$ cat config.mk
export PLATFORM = sky130hd
export DESIGN_NAME = vliw_issue_buf
export DESIGN_NICKNAME = d
export VERILOG_FILES = /design/src/rtl/vliw_issue_pkg.sv /design/src/rtl/vliw_tmpl_decode.sv /design/src/rtl/vliw_bundle_queue.sv /design/src/rtl/vliw_issue_pick.sv /design/src/rtl/vliw_issue_buf.sv
export SDC_FILE = /design/constraint.sdc
export NUM_CORES = 2
export LEC_CHECK = 0
export BUFFER_PORTS_ARGS = -buffer_cell sky130_fd_sc_hd__buf_2
export CORE_MARGIN = 2
export CORE_UTILIZATION = 23
export DETAILED_ROUTE_END_ITERATION = 7
export PLACE_DENSITY = 0.45
export SLEW_MARGIN = 20
export SYNTH_ARGS = -nofsm -noshare
export SYNTH_HDL_FRONTEND = slang
export SYNTH_SLANG_ARGS = --single-unit
$ cat constraint.sdc
create_clock -name clk -period 11.5 [get_ports clk]
set_clock_uncertainty 0.05 [all_clocks]
set_input_delay 1.725 -clock clk [delete_from_list [all_inputs] [get_ports clk]]
set_output_delay 1.725 -clock clk [all_outputs]
set_load 0.005 [all_outputs]
$ cat src/rtl/vliw_issue_pkg.sv
package vliw_issue_pkg;
  localparam int BUNDLE_W = 128;
  localparam int TMPL_W   = 5;
  localparam int OP_W     = 41;
  localparam int SLOTS    = 3;
  localparam int LANES    = 2 * SLOTS;

  typedef enum logic [1:0] {U_M = 2'd0, U_I = 2'd1, U_B = 2'd2, U_F = 2'd3} unit_e;
  typedef enum logic [2:0] {K_M, K_I, K_B, K_F, K_L, K_X} kind_e;

  typedef struct packed {
    logic                  legal;
    logic [SLOTS-1:0]      stop;   // group ends after slot s
    logic [SLOTS-1:0][2:0] kind;
  } tdec_t;

  function automatic logic [OP_W-1:0] slot_op(input logic [BUNDLE_W-1:0] b, input int s);
    return b[TMPL_W + OP_W*s +: OP_W];
  endfunction
endpackage

$ cat src/rtl/vliw_tmpl_decode.sv
module vliw_tmpl_decode
  import vliw_issue_pkg::*;
(
  input  logic [TMPL_W-1:0] tmpl,
  output tdec_t             dec
);
  always_comb begin
    dec = '0;
    dec.legal = 1'b1;
    case (tmpl)
      5'd0, 5'd1, 5'd2, 5'd3: begin dec.kind[0] = K_M; dec.kind[1] = K_I; dec.kind[2] = K_I; end
      5'd4, 5'd5:             begin dec.kind[0] = K_M; dec.kind[1] = K_L; dec.kind[2] = K_X; end
      5'd8, 5'd9:             begin dec.kind[0] = K_M; dec.kind[1] = K_M; dec.kind[2] = K_I; end
      default:                dec.legal = 1'b0;
    endcase
    dec.stop[2] = dec.legal & tmpl[0];
    dec.stop[1] = (tmpl == 5'd2) || (tmpl == 5'd3);
  end
endmodule

$ cat src/rtl/vliw_bundle_queue.sv
module vliw_bundle_queue #(
  parameter int DEPTH = 8,   // power of two
  parameter int W     = 128,
  localparam int AW   = $clog2(DEPTH),
  localparam int CW   = $clog2(DEPTH + 1)
) (
  input  logic          clk,
  input  logic          rst,
  input  logic          flush,
  input  logic [1:0]    wr_en,
  input  logic [W-1:0]  wr_d0,
  input  logic [W-1:0]  wr_d1,
  input  logic [1:0]    pop,
  output logic [W-1:0]  rd_d0,
  output logic [W-1:0]  rd_d1,
  output logic [CW-1:0] count,
  output logic          ready
);
  logic [W-1:0]  mem [DEPTH];
  logic [AW-1:0] wr_ptr, rd_ptr;

  always_ff @(posedge clk) begin
    if (wr_en[0]) mem[wr_ptr] <= wr_d0;
    if (wr_en[1]) mem[wr_ptr + AW'(wr_en[0])] <= wr_d1;
  end

  always_ff @(posedge clk) begin
    if (rst || flush) begin
      wr_ptr <= '0;
      rd_ptr <= '0;
      count  <= '0;
    end else begin
      wr_ptr <= wr_ptr + AW'(wr_en[0]) + AW'(wr_en[1]);
      rd_ptr <= rd_ptr + AW'(pop);
      count  <= count + CW'(wr_en[0]) + CW'(wr_en[1]) - CW'(pop);
    end
  end

  assign rd_d0 = mem[rd_ptr];
  assign rd_d1 = mem[rd_ptr + AW'(1)];
  assign ready = (count <= CW'(DEPTH - 2));

  a_r9_no_overflow: assert property (@(posedge clk) disable iff (rst) count <= CW'(DEPTH));
  a_r9_pop_bound:   assert property (@(posedge clk) disable iff (rst) CW'(pop) <= count);
endmodule

$ cat src/rtl/vliw_issue_pick.sv
module vliw_issue_pick
  import vliw_issue_pkg::*;
#(
  parameter int M_UNITS = 2,
  parameter int I_UNITS = 2,
  parameter int B_UNITS = 3,
  parameter int F_UNITS = 2,
  parameter int CW      = 4
) (
  input  logic [BUNDLE_W-1:0]      bnd [2],
  input  tdec_t                    dec [2],
  input  logic [CW-1:0]            count,
  input  logic [SLOTS-1:0]         head_mask,
  output logic [LANES-1:0]         lane_v,
  output logic [LANES-1:0][1:0]    lane_u,
  output logic [LANES-1:0][OP_W-1:0] lane_op,
  output logic [1:0]               pop,
  output logic [SLOTS-1:0]         mask_nxt,
  output logic                     drop
);
  int m_left, i_left, b_left, f_left, last;
  logic go, ok;
  logic [SLOTS-1:0] done;
  unit_e u;

  always_comb begin
    m_left = M_UNITS; i_left = I_UNITS; b_left = B_UNITS; f_left = F_UNITS;
    lane_v = '0; lane_u = '0; pop = '0; mask_nxt = head_mask; drop = 1'b0;
    go = (count != '0); ok = 1'b0; u = U_M; last = 0; done = '0;
    for (int bb = 0; bb < 2; bb++)
      for (int s = 0; s < SLOTS; s++)
        lane_op[bb*SLOTS+s] = slot_op(bnd[bb], s);
    if (go && !dec[0].legal) begin
      drop = 1'b1; pop = 2'd1; mask_nxt = '0; go = 1'b0;
    end
    for (int bb = 0; bb < 2; bb++) begin
      done = (bb == 0) ? head_mask : '0;
      if (go && (bb == 0 || (count > CW'(1) && dec[1].legal))) begin
        for (int s = 0; s < SLOTS; s++) begin
          if (go && !done[s]) begin
            ok = 1'b0; u = U_M; last = s;
            case (dec[bb].kind[s])
              K_M: if (m_left > 0) begin m_left--; ok = 1'b1; u = U_M; end
              K_I: if (i_left > 0) begin i_left--; ok = 1'b1; u = U_I; end
              K_B: if (b_left > 0) begin b_left--; ok = 1'b1; u = U_B; end
              K_F: if (f_left > 0) begin f_left--; ok = 1'b1; u = U_F; end
              K_L: begin
                last = (s < SLOTS-1) ? s + 1 : s;
                if (i_left > 0) begin i_left--; ok = 1'b1; u = U_I; end
                else if (b_left > 0) begin b_left--; ok = 1'b1; u = U_B; end
              end
              default: ok = 1'b0;
            endcase
            if (ok) begin
              lane_v[bb*SLOTS+s] = 1'b1;    lane_u[bb*SLOTS+s] = u;    done[s] = 1'b1;
              lane_v[bb*SLOTS+last] = 1'b1; lane_u[bb*SLOTS+last] = u; done[last] = 1'b1;
              if (dec[bb].stop[last]) go = 1'b0;
            end else begin
              go = 1'b0;
            end
          end
        end
        if (&done) begin
          pop = pop + 2'd1;
          mask_nxt = '0;
        end else begin
          mask_nxt = done;
        end
      end
    end
  end
endmodule

$ cat src/rtl/vliw_issue_buf.sv
module vliw_issue_buf
  import vliw_issue_pkg::*;
#(
  parameter int DEPTH   = 8,
  parameter int M_UNITS = 2,
  parameter int I_UNITS = 2,
  parameter int B_UNITS = 3,
  parameter int F_UNITS = 2,
  localparam int CW     = $clog2(DEPTH + 1)
) (
  input  logic                  clk,
  input  logic                  rst,
  input  logic                  flush,
  input  logic [1:0]            in_valid,
  input  logic [BUNDLE_W-1:0]   in_bundle0,
  input  logic [BUNDLE_W-1:0]   in_bundle1,
  output logic                  in_ready,
  output logic [LANES-1:0]      out_valid,
  output logic [2*LANES-1:0]    out_unit,
  output logic [OP_W*LANES-1:0] out_op,
  output logic                  out_illegal
);
  logic [BUNDLE_W-1:0] bnd [2];
  tdec_t               dec [2];
  logic [CW-1:0]       count;
  logic [1:0]          wr_en, pop;
  logic [SLOTS-1:0]    head_mask, mask_nxt;
  logic [LANES-1:0]    lane_v;
  logic [LANES-1:0][1:0]      lane_u, unit_q;
  logic [LANES-1:0][OP_W-1:0] lane_op, op_q;
  logic                drop;

  assign wr_en = in_valid & {2{in_ready & ~flush}};

  vliw_bundle_queue #(.DEPTH(DEPTH), .W(BUNDLE_W)) u_queue (
    .clk(clk), .rst(rst), .flush(flush), .wr_en(wr_en),
    .wr_d0(in_bundle0), .wr_d1(in_bundle1), .pop(flush ? 2'd0 : pop),
    .rd_d0(bnd[0]), .rd_d1(bnd[1]), .count(count), .ready(in_ready)
  );

  for (genvar g = 0; g < 2; g++) begin : g_dec
    vliw_tmpl_decode u_dec (.tmpl(bnd[g][TMPL_W-1:0]), .dec(dec[g]));
  end

  vliw_issue_pick #(
    .M_UNITS(M_UNITS), .I_UNITS(I_UNITS), .B_UNITS(B_UNITS), .F_UNITS(F_UNITS), .CW(CW)
  ) u_pick (
    .bnd(bnd), .dec(dec), .count(count), .head_mask(head_mask),
    .lane_v(lane_v), .lane_u(lane_u), .lane_op(lane_op),
    .pop(pop), .mask_nxt(mask_nxt), .drop(drop)
  );

  always_ff @(posedge clk) begin
    if (rst || flush) begin
      out_valid   <= '0;
      out_illegal <= 1'b0;
      head_mask   <= '0;
    end else begin
      out_valid   <= lane_v;
      out_illegal <= drop;
      head_mask   <= mask_nxt;
    end
  end

  always_ff @(posedge clk) begin
    unit_q <= lane_u;
    op_q   <= lane_op;
  end

  for (genvar k = 0; k < LANES; k++) begin : g_out
    assign out_unit[2*k +: 2]     = unit_q[k];
    assign out_op[OP_W*k +: OP_W] = op_q[k];
  end

  // assertion-only view: lanes holding an M unit
  logic [LANES-1:0] lane_is_m;
  for (genvar k = 0; k < LANES; k++) begin : g_chk
    assign lane_is_m[k] = out_valid[k] && (unit_q[k] == U_M);
  end

  a_r8_illegal_quiet: assert property (@(posedge clk) disable iff (rst)
    out_illegal |-> (out_valid == '0));
  a_r10_flush_clears: assert property (@(posedge clk) disable iff (rst)
    flush |=> (out_valid == '0) && !out_illegal);
  a_r7_second_after_head: assert property (@(posedge clk) disable iff (rst)
    (|out_valid[LANES-1:SLOTS]) |-> out_valid[SLOTS-1]);
  a_r6_second_prefix: assert property (@(posedge clk) disable iff (rst)
    !(out_valid[4] && !out_valid[3]) && !(out_valid[5] && !out_valid[4]));
  a_r5_m_budget: assert property (@(posedge clk) disable iff (rst)
    $countones(lane_is_m) <= M_UNITS);
  a_r11_empty_silent: assert property (@(posedge clk) disable iff (rst || flush)
    (count == '0) |=> (out_valid == '0));
endmodule

# Word level (Yosys, flattened, before mapping)
# Memory sizes are Yosys's and may differ from the RTL's. A register that Yosys moved wholly into a read port is not among the register bits.
# Cells that the tools add are included.
# op_classes
addsub	28
order_cmp	43
eq_ne	38
n_mux	330
n_bitwise	15
n_reduce_logical	55
# ops
op	count
2-to-1 mux 32 bit	84
greater-than comparator 32 x 1 -> 1 bit (second input constant)	20
subtractor 32 x 2 -> 32 bit (second input constant)	16
greater-or-equal comparator 32 x 1 -> 1 bit (second input constant)	9
case mux 32 bit (2 select lines)	4
2-to-1 mux 12 bit	18
less-than comparator 32 x 4 -> 1 bit (second input constant)	6
less-than comparator 32 x 5 -> 1 bit (second input constant)	6
2-to-1 mux 6 bit	18
2-to-1 mux 1 bit	97
adder 3 x 32 -> 32 bit (first input constant)	3
2-to-1 mux 2 bit	43
bitwise mux 12 bit	6
2-to-1 mux 3 bit	24
case mux 9 bit (3 select lines)	2
case mux 2 bit (4 select lines)	5
demux 2 bit (select 3 bit)	6
== test 3 x 2 -> 1 bit (second input constant)	12
bitwise OR 6 bit	5
case mux 1 bit (5 select lines)	5
== test 5 x 2 -> 1 bit (second input constant)	4
== test 5 x 3 -> 1 bit (second input constant)	4
== test 5 x 4 -> 1 bit (second input constant)	4
logical AND 1 bit	20
other kinds (30)	88
# word_totals
regBits	278
mem_bits_rw	1024
input_bits	261
word_cells	528
n_memories	1
# memory_table
name	words	width	read_ports	rd_clocked_by_memory_dff	wr	line_no	source
u_queue.mem	8	128	2	1	2	vliw_bundle_queue.sv:19	logic [W-1:0] mem [DEPTH];

# Logic depth before layout (Yosys ltp)
# logic_depth
ltp_word	79
ltp_mapped	31

# Hierarchy
# Synthesis repeated with hierarchy kept, for this count alone.
# unflattened
hier_cells	4310
area_unflattened_um2	70331.2
# modules_own_cells
module	instances	cells_each	area_each_um2	seq_area_each_um2
vliw_bundle_queue	1	3154	58658.8	30949.7
vliw_issue_pick	1	842	5913.2	0.0
vliw_issue_buf	1	284	5544.1	5365.1
vliw_tmpl_decode	2	15	107.6	0.0

# Least setup slack after synthesis
# No wires, ideal clock.
# synth_timing
kind	input-to-reg
startpoint	input port flush
endpoint	memory u_queue.mem[0][0] (enable)
t_arrival_ns	11.565
required_time_ns	10.647
slack_ns	-0.917
cell_stages	4
n_path_buf	1
cell_sequence	and3b_1 clkbuf_1 nand2b_1 o31ai_1
# synth_rtl
element	line_no	source
start, declared	vliw_issue_buf.sv:13	input logic flush,
end, declared	vliw_bundle_queue.sv:19	

# Worst setup path in the final report
# layout_timing
startpoint	register u_queue.rd_ptr[2]
endpoint	register u_queue.count[1]
# layout_between
elab_chain_len	30
elab_cells_between_ends	96
# layout_lines
element	line_no	source
start, declared	vliw_bundle_queue.sv:20	logic [AW-1:0] wr_ptr, rd_ptr;
start signal, assigned	vliw_bundle_queue.sv:34	rd_ptr <= rd_ptr + AW'(pop);
adder 3 x 1 -> 3 bit *	vliw_bundle_queue.sv:40	assign rd_d1 = mem[rd_ptr + AW'(1)];
memory (8 x 128 bit) *	-	
== test 5 x 1 -> 1 bit, or another cell as far along	vliw_tmpl_decode.sv:10	case (tmpl)
OR reduction 8 bit (no line)	-	
2-to-1 mux 1 bit	vliw_tmpl_decode.sv:10	
bitwise AND 1 bit	vliw_tmpl_decode.sv:16	dec.stop[2] = dec.legal & tmpl[0];
binary-select mux 1 bit (select 2 bit)	vliw_issue_pick.sv:57	if (dec[bb].stop[last]) go = 1'b0;
2-to-1 mux 1 bit (implied by the code) (2 in a row)	vliw_issue_pick.sv:57	
[... 13 more ...]	-	
2-to-1 mux 3 bit	vliw_issue_pick.sv:54	if (ok) begin
2-to-1 mux 3 bit	vliw_issue_pick.sv:40	if (go && !done[s]) begin
2-to-1 mux 3 bit	vliw_issue_pick.sv:38	if (go && (bb == 0 || (count > CW'(1) && dec[1].legal))) begin
AND reduction 3 bit	vliw_issue_pick.sv:63	if (&done) begin
2-to-1 mux 2 bit	vliw_issue_pick.sv:63	
2-to-1 mux 2 bit *	vliw_issue_pick.sv:38	
2-to-1 mux 2 bit *	vliw_issue_buf.sv:37	.wr_d0(in_bundle0), .wr_d1(in_bundle1), .pop(flush ? 2'd0 : pop),
subtractor 4 x 2 -> 4 bit *	vliw_bundle_queue.sv:35	count <= count + CW'(wr_en[0]) + CW'(wr_en[1]) - CW'(pop);
end signal, assigned	vliw_bundle_queue.sv:35	
end, declared	vliw_bundle_queue.sv:16	output logic [CW-1:0] count,
# Every way passes the cells marked *; elsewhere a longest branch is shown, timed or not. The select of a mux whose other input is x is not followed.
# A chain may end at the register's enable or synchronous reset.

==> summary.txt <==
routed wire length - 222,000 µm
RSZ-0062 raised after global routing - no
router iterations before antenna repair - 5
Die Y - 536 µm
Setup crit start kind - flip-flop
Post-DP HPWL - 128,000 µm
CORE AREA - 282,000 µm²
sequential area share after synthesis - 0.557
most frequent cells in the layout - 1,152 x mux2_2, 1,024 x edfxtp_1, 521 x buf_2
root buf cell - clkbuf_16
CP endpoint kind - flip-flop
Fin. Hold Viols - 0
Peak Freq - 124 MHz
gr usage total - 0.152
syn avg cell area - 16.8 µm²
commonest non-fill, non-tap cell in the layout - mux2_2
Buffers on Ports - 521
first-pass GRT wire length - 314,000 µm
Slew headroom - 0.300
gpl congestion - 0.763
vias in the first global route - 40,500
row cnt - 195
Arrival @ worst endpoint - 8780 ps
busiest layer in global routing - met2
Ports - 527
# hold bufs at CTS - 0
die span in x - 536 µm
Worst Tran Pin Value - 1040 ps
layout cells sized above 1 - 0.563
Worst Hold Depth - 1
Die ar. - 287,000 µm²
Post-synth EDFFs - 1,024
final setup TNS - 0 ps
synthesized instance count - 3,860
Max VDD drop - 123 µV
met1 Use GR - 0.210
Most used DFF post-synth - edfxtp_1
largest net degree at the start of global routing - 119
CP max FO - 38
P per Cell Area - 198 nW/µm²
Design Power - 0.0154 W
DP Cell Count - 7,949
Pins Over Slew Limit - 0
number of setup violations in the final report - 0
Cell Count, Final, Fillers Out - 8,283
Yosys warning count - 0
via count - 38,500
R2R cell count - 24
area grow syn2layout - 19.8%
H-tree depth - 4
post-route ant nets - 0
Post-Syn Area - 65,000 µm²
Max clock buf depth - 4
HP Class - reg2reg
minimum clock period - 8080 ps
cts bufs inserted - 167
# resized after CTS - 0
# clock sinks - 1,297
DR DRC count - 0
asr flop ratio synth - 0
DP Worst Slack - 3470 ps
leakage - 25.9 nW
latest clock arrival within the worst-skew pair - 850 ps
remaining global-route overflow - 0
Yosys cell types - 57
crit path kind - reg2reg
Final period util - 0.703
met2 GRT Util - 0.246
vias per cell - 4.65
Area after DPL - 72,200 µm²
Initial Util - 0.231
MaxCap Viol Count - 0
status - complete, no violations
met3 Usage GRT - 0.0258
Clk pin slew, worst setup/hold paths - 60 ps
Design Area, Final - 77,800 µm²
PnR worst setup slack - 3420 ps
CTS tree - built
drt wl/cell - 26.8 µm
postcts setup bufs - 0
critical path required time - 12,200 ps
initial DRC count - 2,858
Seq cells post-synth - 1,297
Final #Nets - 4,682
initial antenna violation count - 86
==> cell type report <==
cell class	count	area (µm²)
antenna	26	65.1
clock buffer	250	4830
clock inverter	58	706
fill	28500	204000
inverter	18	67.6
multi-input combinational	2291	27900
sequential	1297	36200
tap	3743	4680
timing repair buffer	600	3340
==> metal layers <==
| layer | wire, µm | up-vias |
|---|---|---|
| met4 | 4480 | 46 |
| met2 | 104000 | 1047 |
| met1 | 101000 | 20600 |
| met5 | 267 | - |
| met3 | 11800 | 345 |
| li1 | - | 16500 |
==> per-stage QoR <==
step | utilization | hold slack [ps]
after floorplan | - | 377
after global placement | 0.256 | 459
after detailed placement | 0.256 | 433
after CTS | 0.276 | 465
after global routing | 0.276 | 484
final | 0.276 | 465
==> final timing paths <==
check | start | end | slack (ps)
max reg2reg | u_queue.rd_ptr[2] | u_queue.count[1] | 3420
min | head_mask[0] | out_valid[0] | 470
max | u_queue.rd_ptr[2] | u_queue.count[1] | 3420
min reg2reg | head_mask[0] | out_valid[0] | 470
==> flip-flops by register name (all words and copies together) (netlist names), 3 cells and up <==
signal and count:
out_valid 6, out_op 246, u_queue.wr_ptr 3, u_queue.mem 1024
out_unit 7, u_queue.count 4, u_queue.rd_ptr 3, head_mask 3
==> cell usage after synthesis, types with 4 or more instances <==
library cell	count	area (µm²)
mux4_2	510	11500
buf_4	5	37.5
inv_2	4	15.0
a21o_1	4	30.0
nand2_1	390	1460
nor2b_1	4	25.0
nand2b_1	12	75.1
edfxtp_1	1024	30700
ha_1	43	538
or2_2	7	43.8
mux2i_1	11	110
clkbuf_1	204	766
o21ai_0	9	45.0
buf_2	5	25.0
and2_1	11	68.8
nor3_1	8	40.0
mux2_2	1152	13000
nor2_1	24	90.1
a21oi_1	9	45.0
nor4_1	5	31.3
xnor2_1	8	70.1
inv_1	14	52.6
buf_1	63	236
nand3_1	6	30.0
dfxtp_1	273	5470
==> report_power, final <==
group | switching (W) | internal [W]
clock | 0.00218 | 0.00313
sequential | 0.000334 | 0.00574
combinational | 0.00201 | 0.00204
total | 0.00452 | 0.0109
==> worst max-delay path, cell delays in order (launching register included) <==
cell and delay (ps):
dfxtp_4 900, mux4_2 590, mux2_2 320, maj3_2 330, nor3_1 850, nand2_1 130
ha_1 340, mux2i_1 110, nand2b_1 220, ha_1 290, or4_1 660, xnor2_1 410
ha_1 220, nand2b_1 130, o21ai_0 110, nor2_1 120, or2_2 140, nor3_1 50
a31oi_1 450, xor2_1 310, mux2i_1 150, fa_1 400, inv_1 100, fa_1 410
and2_1 140
==> cells by family (layout without fill, tap and decap cells) <==
kind of cell / after synthesis / in the layout / synth area share
XOR/XNOR: 12 / 12 / 0.00185
AND/OR/NAND/NOR: 488 / 488 / 0.0312
AO/OA/AOI/OAI: 43 / 43 / 0.00441
flip-flops: 1297 / 1297 / 0.557
other: 2 / 52 / 0.000116
buffers and inverters: 296 / 926 / 0.0176
multiplexers: 1674 / 1674 / 0.378
adder cells (fa/ha/maj): 48 / 48 / 0.00953
Power figures use the tool's default switching activity.
